**src/rtl/txq_pkg.sv**
```systemverilog
// Shared types for the transmit queue loader.
// Assumes 32-bit quadlets; queue index 0 is requests and 1 is responses.
package txq_pkg;
    localparam int QUAD_W = 32;
    localparam int N_Q    = 2;

    typedef struct packed {
        logic              eop;
        logic [QUAD_W-1:0] quad;
    } txq_entry_t;
endpackage

```
**src/rtl/txq_addr_dec.sv**
```systemverilog
// Host address decoder: turns a write strobe and byte address into one
// strobe per queue plus a final-quadlet flag.
// Assumes queue q owns BASE+8q (non-final) and BASE+8q+4 (final).
module txq_addr_dec
    import txq_pkg::*;
#(
    parameter int                ADDR_W = 8,
    parameter logic [ADDR_W-1:0] BASE   = 8'h88
) (
    input  logic              wr_en,
    input  logic [ADDR_W-1:0] wr_addr,
    output logic [N_Q-1:0]    q_stb,
    output logic [N_Q-1:0]    q_last
);
    // Compare the address against both word addresses of each queue.
    always_comb begin
        for (int q = 0; q < N_Q; q++) begin
            q_stb[q]  = 1'b0;
            q_last[q] = 1'b0;
            if (wr_en && wr_addr == BASE + ADDR_W'(8 * q)) begin
                q_stb[q] = 1'b1;
            end
            if (wr_en && wr_addr == BASE + ADDR_W'(8 * q + 4)) begin
                q_stb[q]  = 1'b1;
                q_last[q] = 1'b1;
            end
        end
    end
endmodule

```
**src/rtl/txq_fifo.sv**
```systemverilog
// Synchronous FIFO of tagged entries with a registered count.
// Assumes the caller never pushes while full unless it pops in the same
// cycle; a pop while empty is ignored.
module txq_fifo
    import txq_pkg::*;
#(
    parameter int DEPTH = 4
) (
    input  logic       clk,
    input  logic       rst_n,
    input  logic       push,
    input  txq_entry_t push_data,
    input  logic       pop,
    output txq_entry_t head,
    output logic       empty,
    output logic       full
);
    localparam int PW = (DEPTH > 1) ? $clog2(DEPTH) : 1;
    localparam int CW = $clog2(DEPTH + 1);

    txq_entry_t     mem [DEPTH];
    logic [PW-1:0]  wr_ptr, rd_ptr;
    logic [CW-1:0]  count;
    logic           do_pop;

    function automatic logic [PW-1:0] ptr_inc(input logic [PW-1:0] p);
        return (p == PW'(DEPTH - 1)) ? '0 : p + 1'b1;
    endfunction

    assign empty  = (count == '0);
    assign full   = (count == CW'(DEPTH));
    assign do_pop = pop && !empty;
    assign head   = mem[rd_ptr];

    // Storage array write; contents need no reset.
    always_ff @(posedge clk) begin
        if (push) begin
            mem[wr_ptr] <= push_data;
        end
    end

    // Pointer and occupancy bookkeeping.
    always_ff @(posedge clk) begin
        if (!rst_n) begin
            wr_ptr <= '0;
            rd_ptr <= '0;
            count  <= '0;
        end else begin
            if (push)   wr_ptr <= ptr_inc(wr_ptr);
            if (do_pop) rd_ptr <= ptr_inc(rd_ptr);
            case ({push, do_pop})
                2'b10:   count <= count + 1'b1;
                2'b01:   count <= count - 1'b1;
                default: count <= count;
            endcase
        end
    end
endmodule

```
**src/rtl/txq_channel.sv**
```systemverilog
// One transmit queue: holding register, write-ready flag, sticky overrun,
// complete-packet counter and the FIFO behind them.
// Assumes wr_stb is a single-cycle decoded strobe for this queue.
module txq_channel
    import txq_pkg::*;
#(
    parameter int DEPTH = 4
) (
    input  logic                        clk,
    input  logic                        rst_n,
    input  logic                        wr_stb,
    input  logic                        wr_last,
    input  logic [QUAD_W-1:0]           wr_data,
    input  logic                        pop,
    output logic                        ready,
    output logic                        overrun,
    output logic [$clog2(DEPTH+1)-1:0]  pkt_cnt,
    output txq_entry_t                  head,
    output logic                        empty
);
    txq_entry_t hold_q;
    logic       hold_v;
    logic       full, accept, commit, pop_eff;

    assign ready   = !hold_v;
    assign accept  = wr_stb && !hold_v;
    assign pop_eff = pop && !empty;
    assign commit  = hold_v && (!full || pop_eff);

    // Capture an accepted quadlet and release it once committed.
    always_ff @(posedge clk) begin
        if (!rst_n) begin
            hold_v <= 1'b0;
            hold_q <= '0;
        end else if (accept) begin
            hold_v      <= 1'b1;
            hold_q.quad <= wr_data;
            hold_q.eop  <= wr_last;
        end else if (commit) begin
            hold_v <= 1'b0;
        end
    end

    // Record any write that arrives while the holding register is busy.
    always_ff @(posedge clk) begin
        if (!rst_n)                overrun <= 1'b0;
        else if (wr_stb && hold_v) overrun <= 1'b1;
    end

    // Count complete packets: tagged pushes in, tagged pops out.
    always_ff @(posedge clk) begin
        if (!rst_n) begin
            pkt_cnt <= '0;
        end else begin
            case ({commit && hold_q.eop, pop_eff && head.eop})
                2'b10:   pkt_cnt <= pkt_cnt + 1'b1;
                2'b01:   pkt_cnt <= pkt_cnt - 1'b1;
                default: pkt_cnt <= pkt_cnt;
            endcase
        end
    end

    txq_fifo #(.DEPTH(DEPTH)) u_fifo (
        .clk       (clk),
        .rst_n     (rst_n),
        .push      (commit),
        .push_data (hold_q),
        .pop       (pop),
        .head      (head),
        .empty     (empty),
        .full      (full)
    );
endmodule

```
**src/rtl/txq_loader.sv**
```systemverilog
// Top: decodes host writes into a request and a response transmit queue.
// Assumes a single host writer and one consumer per queue.
module txq_loader
    import txq_pkg::*;
#(
    parameter int                ADDR_W = 8,
    parameter logic [ADDR_W-1:0] BASE   = 8'h88,
    parameter int                DEPTH  = 4
) (
    input  logic                       clk,
    input  logic                       rst_n,
    input  logic                       wr_en,
    input  logic [ADDR_W-1:0]          wr_addr,
    input  logic [31:0]                wr_data,
    output logic                       req_ready,
    output logic                       rsp_ready,
    output logic                       req_overrun,
    output logic                       rsp_overrun,
    output logic [$clog2(DEPTH+1)-1:0] req_pkt_cnt,
    output logic [$clog2(DEPTH+1)-1:0] rsp_pkt_cnt,
    input  logic                       req_pop,
    output logic                       req_empty,
    output logic [31:0]                req_quad,
    output logic                       req_eop,
    input  logic                       rsp_pop,
    output logic                       rsp_empty,
    output logic [31:0]                rsp_quad,
    output logic                       rsp_eop
);
    localparam int CW = $clog2(DEPTH + 1);

    logic [N_Q-1:0] q_stb, q_last, q_pop, q_ready, q_ovr, q_empty;
    logic [CW-1:0]  q_cnt [N_Q];
    txq_entry_t     q_head [N_Q];

    txq_addr_dec #(.ADDR_W(ADDR_W), .BASE(BASE)) u_dec (
        .wr_en   (wr_en),
        .wr_addr (wr_addr),
        .q_stb   (q_stb),
        .q_last  (q_last)
    );

    assign q_pop = {rsp_pop, req_pop};

    for (genvar q = 0; q < N_Q; q++) begin : g_q
        txq_channel #(.DEPTH(DEPTH)) u_ch (
            .clk     (clk),
            .rst_n   (rst_n),
            .wr_stb  (q_stb[q]),
            .wr_last (q_last[q]),
            .wr_data (wr_data),
            .pop     (q_pop[q]),
            .ready   (q_ready[q]),
            .overrun (q_ovr[q]),
            .pkt_cnt (q_cnt[q]),
            .head    (q_head[q]),
            .empty   (q_empty[q])
        );
    end

    assign req_ready   = q_ready[0];
    assign rsp_ready   = q_ready[1];
    assign req_overrun = q_ovr[0];
    assign rsp_overrun = q_ovr[1];
    assign req_pkt_cnt = q_cnt[0];
    assign rsp_pkt_cnt = q_cnt[1];
    assign req_empty   = q_empty[0];
    assign rsp_empty   = q_empty[1];
    assign req_quad    = q_head[0].quad;
    assign req_eop     = q_head[0].eop;
    assign rsp_quad    = q_head[1].quad;
    assign rsp_eop     = q_head[1].eop;
endmodule

```
**config.mk**
```make
export PLATFORM = sky130hd
export DESIGN_NAME = txq_loader
export DESIGN_NICKNAME = d
export VERILOG_FILES = /design/src/rtl/txq_pkg.sv /design/src/rtl/txq_addr_dec.sv /design/src/rtl/txq_fifo.sv /design/src/rtl/txq_channel.sv /design/src/rtl/txq_loader.sv
export SDC_FILE = /design/constraint.sdc
export NUM_CORES = 1
export LEC_CHECK = 0
export BUFFER_PORTS_ARGS = -buffer_cell sky130_fd_sc_hd__buf_2
export CAP_MARGIN = 20
export CORE_ASPECT_RATIO = 1.25
export CORE_MARGIN = 1.5
export CORE_UTILIZATION = 30
export DETAILED_ROUTE_END_ITERATION = 7
export SETUP_SLACK_MARGIN = 0.05
export SLEW_MARGIN = 40
export SYNTH_ARGS = -nofsm -noshare
export SYNTH_HDL_FRONTEND = slang
export SYNTH_SLANG_ARGS = --single-unit
```
**constraint.sdc**
```tcl
create_clock -name clk -period 7.1 [get_ports clk]
set_input_delay 0.355 -clock clk [delete_from_list [all_inputs] [get_ports clk]]
set_output_delay 0.355 -clock clk [all_outputs]
set_load 0.02 [all_outputs]
```
==> insert_results.sql <==
INSERT INTO impl_metrics (metric_group, metric, value, unit) VALUES
('synthesis', 'post_synth_num_cell_types', '30', ''),
('setup_path', 'worstSetupStartpointType', 'flop', ''),
('setup_path', 'timing.setup.critical_path_class', 'reg -> reg', ''),
('synthesis', 'syn-mean-instance-area', '17.8', 'um2'),
('synthesis', 'synth.top_cells.by_area', 'sky130_fd_sc_hd__edfxtp_1, sky130_fd_sc_hd__dfxtp_1, sky130_fd_sc_hd__mux4_2', ''),
('die', 'ios', '123', ''),
('sta', 'max_clock_freq', '376', 'MHz'),
('sta', 'finalCriticalPeriod', '2.66', 'ns'),
('grt', 'grt_start_max_net_pins', '89', ''),
('route', 'avgViaCountPerCell', '4.53', ''),
('route', 'drt-pass1-iter-count', '4', ''),
('die', 'die_area', '46300', 'um2'),
('sta', 'clock_skew', '0.0140', 'ns'),
('synthesis', 'synthesis.nets', '820', ''),
('synthesis', 'async_reset_ff_frac', '0', ''),
('sta', 'relSlewSlack', '0.501', ''),
('setup_path', 'worst-path-max-fanout', '33', ''),
('synthesis', 'post_synth_edffs', '264', ''),
('die', 'die_h', '240', 'um'),
('placement', 'place.port_buffers', '122', ''),
('sta', 'grt_setup_unrepaired', 'no', ''),
('clocking', 'cts.htree.levels', '2', ''),
('clocking', 'cts_hold_buf', '0', ''),
('sta', 'hold_viol_final', '0', ''),
('setup_path', 'crit_path_max_incr_delay', '0.42', 'ns'),
('grt', 'antenna_violations_before_repair', '2', ''),
('placement', 'pre_cts_slack', '4.44', 'ns'),
('route', 'route.antenna.remaining_nets', '0', ''),
('synthesis', 'synth_seq_cells', '358', ''),
('placement', 'dpl.hpwl', '17.6', 'mm'),
('synthesis', 'yosysMostFrequentCell', 'sky130_fd_sc_hd__edfxtp_1', ''),
('die', 'placement_rows', '86', ''),
('synthesis', 'synth_warnings', '0', ''),
('final_layout', 'antennaDiodeCount', '0', ''),
('synthesis', 'netlist.top_cell.by_area', 'sky130_fd_sc_hd__edfxtp_1', ''),
('clocking', 'clk_path_buf_depth', '3', ''),
('flow_run', 'cap_viol_max_count', '0', ''),
('sta', 'postLayoutSetupSlackWorst', '4.44', 'ns'),
('route', 'routedWlPerCell', '18.3', 'um'),
('synthesis', 'proportion_of_synthesized_chip_area_in_sequential_cells', '0.727', ''),
('power_and_ir_drop', 'vdd.ir_drop.worst', '139', 'uV'),
('clocking', 'tritoncts', 'built', ''),
('power_and_ir_drop', 'leakage', '0.00472', 'uW'),
('grt', 'overall_global_routing_usage', '0.118', ''),
('sta', 'slew_violations', '0', ''),
('power_and_ir_drop', 'cellPowerDensity', '256', 'nW/um2'),
('clocking', 'numClockSinks', '358', ''),
('sta', 'setup_viol_count_final', '0', ''),
('die', 'initial_utilization', '0.305', ''),
('die', 'die_width', '193', 'um'),
('final_layout', 'finalCoreUtilization', '0.357', ''),
('route', 'route.vias.total', '6765', ''),
('clocking', 'cts_inserted_buffers', '37', ''),
('route', 'route.detailed.drc', '0', ''),
('final_layout', 'instances_no_fill', '1492', ''),
('placement', 'placed_cells_incl_taps', '1427', ''),
('clocking', 'insertion_delay_to_the_later_sink_of_the_worst_skew_pair', '0.50', 'ns'),
('placement', 'finalWeightedCongestion', '0.740', ''),
('final_layout', 'nFillCells', '4171', ''),
('route', 'drtIter0Drc', '330', ''),
('synthesis', 'synth_common_cells', 'sky130_fd_sc_hd__edfxtp_1, sky130_fd_sc_hd__nand2_1, sky130_fd_sc_hd__dfxtp_1', ''),
('die', 'placeable_area', '44200', 'um2'),
('grt', 'first_global_vias', '6823', ''),
('setup_path', 'endpoint_kind', 'flop', ''),
('final_layout', 'syn2layout_area_growth', '16.9', '%'),
('clocking', 'post_cts_resized', '0', ''),
('route', 'routed_wl', '27.4', 'mm'),
('hold_path', 'hold_path_class', 'in -> reg', ''),
('run_status', 'outcome', 'finished clean', ''),
('clocking', 'worst_setup_hold_path_clk_slew', '0.06', 'ns'),
('setup_path', 'critical_path_required', '7.52', 'ns');
==> worst max-delay path: cells and delay by family, from the launching register on <==
family	cells	cell delay [ns]
compound gates	1	0.14
xor+xnor	1	0.15
fa+ha+maj	2	0.67
buf+inv	1	0.42
flops	1	0.30
mux	1	0.42
simple gates	2	0.46
==> power by group <==
part / internal (uW) / switching (uW) / total (uW)
Clock: 1020 / 754 / 1770
Sequential: 2220 / 1.67 / 2220
Combinational: 18.9 / 33.9 / 52.9
Total: 3250 / 790 / 4040
==> path summary, 6_finish.rpt <==
path                                     from                             endpoint  slack, ns  depth (start not counted)
max                                      flop  g_q[1].u_ch.pkt_cnt[2]$_SDFFE_PN0P_       4.44                          8
min                               wr_data[12]  g_q[1].u_ch.hold_q[12]$_SDFFE_PN0P_       0.13                          3
max reg2reg                              flop  g_q[1].u_ch.pkt_cnt[2]$_SDFFE_PN0P_       4.44                          8
min reg2reg  g_q[1].u_ch.overrun$_SDFFE_PN0P_     g_q[1].u_ch.overrun$_SDFFE_PN0P_       0.47                          2
==> stage by stage <==
stage	hold WS (ns)	instance area (um2)	power, uW
floorplan	0.460	13500	2290
detailed placement	0.457	14700	2320
global placement	0.463	14700	2320
finish	0.132	15800	4040
global route	0.117	15800	4180
CTS	0.107	15800	4090
==> area by class of cell <==
cell class                 instances  area (um2)  share of cell area
multi-input combinational        342        3350               0.212
tap                              572         716              0.0454
inverter                          20        75.1             0.00476
timing repair buffer             135         714              0.0453
sequential                       358        9810               0.622
clock inverter                    14        77.6             0.00492
clock buffer                      51        1030              0.0653
==> per-layer routing <==
layer  GRT usage  routed length (um)  vias to the layer above
li1            -                   -                     3140
met1       0.149               11200                     3419
met2       0.206               14100                      166
met3      0.0247                1720                       36
met4      0.0272                 379                        4
met5           0                  19                        -
==> placed cells by master (no fill, tap or decap), drive strengths merged <==
master,count
o21ai,8
fa,4
and4,2
buf,135
a21oi,13
ha,14
nand2,103
o31ai,2
or4,2
dfxtp,94
mux4,66
a41oi,2
clkinv,11
clkinvlp,2
o21a,2
xnor2,1
and3,8
inv,21
mux2i,69
xor2,7
nor2b,5
nor4b,3
clkbuf,51
nor2,19
or4b,2
nor3,2
nand3,2
edfxtp,264
or3,6
==> registers in the layout, indices dropped and copies added (netlist names), named ones only <==
register                cells
g_q.u_ch.hold_q            66
g_q.u_ch.hold_v             2
g_q.u_ch.overrun            2
g_q.u_ch.pkt_cnt            6
g_q.u_ch.u_fifo.count       6
g_q.u_ch.u_fifo.mem       264
g_q.u_ch.u_fifo.rd_ptr      4
g_q.u_ch.u_fifo.wr_ptr      4
==> logic make-up (layout without fill, tap and decap cells) <==
| logic type | after synthesis | after routing | synth area share |
|---|---|---|---|
| AND/OR/NAND/NOR | 154 | 154 | 0.0512 |
| multiplexers | 135 | 135 | 0.161 |
| flip-flops | 358 | 358 | 0.727 |
| AO/OA/AOI/OAI | 27 | 27 | 0.0113 |
| XOR/XNOR | 8 | 8 | 0.00519 |
| buffers and inverters | 57 | 220 | 0.0249 |
| adder cells (fa/ha/maj) | 18 | 18 | 0.0189 |
(Power assumes the default switching activity.)
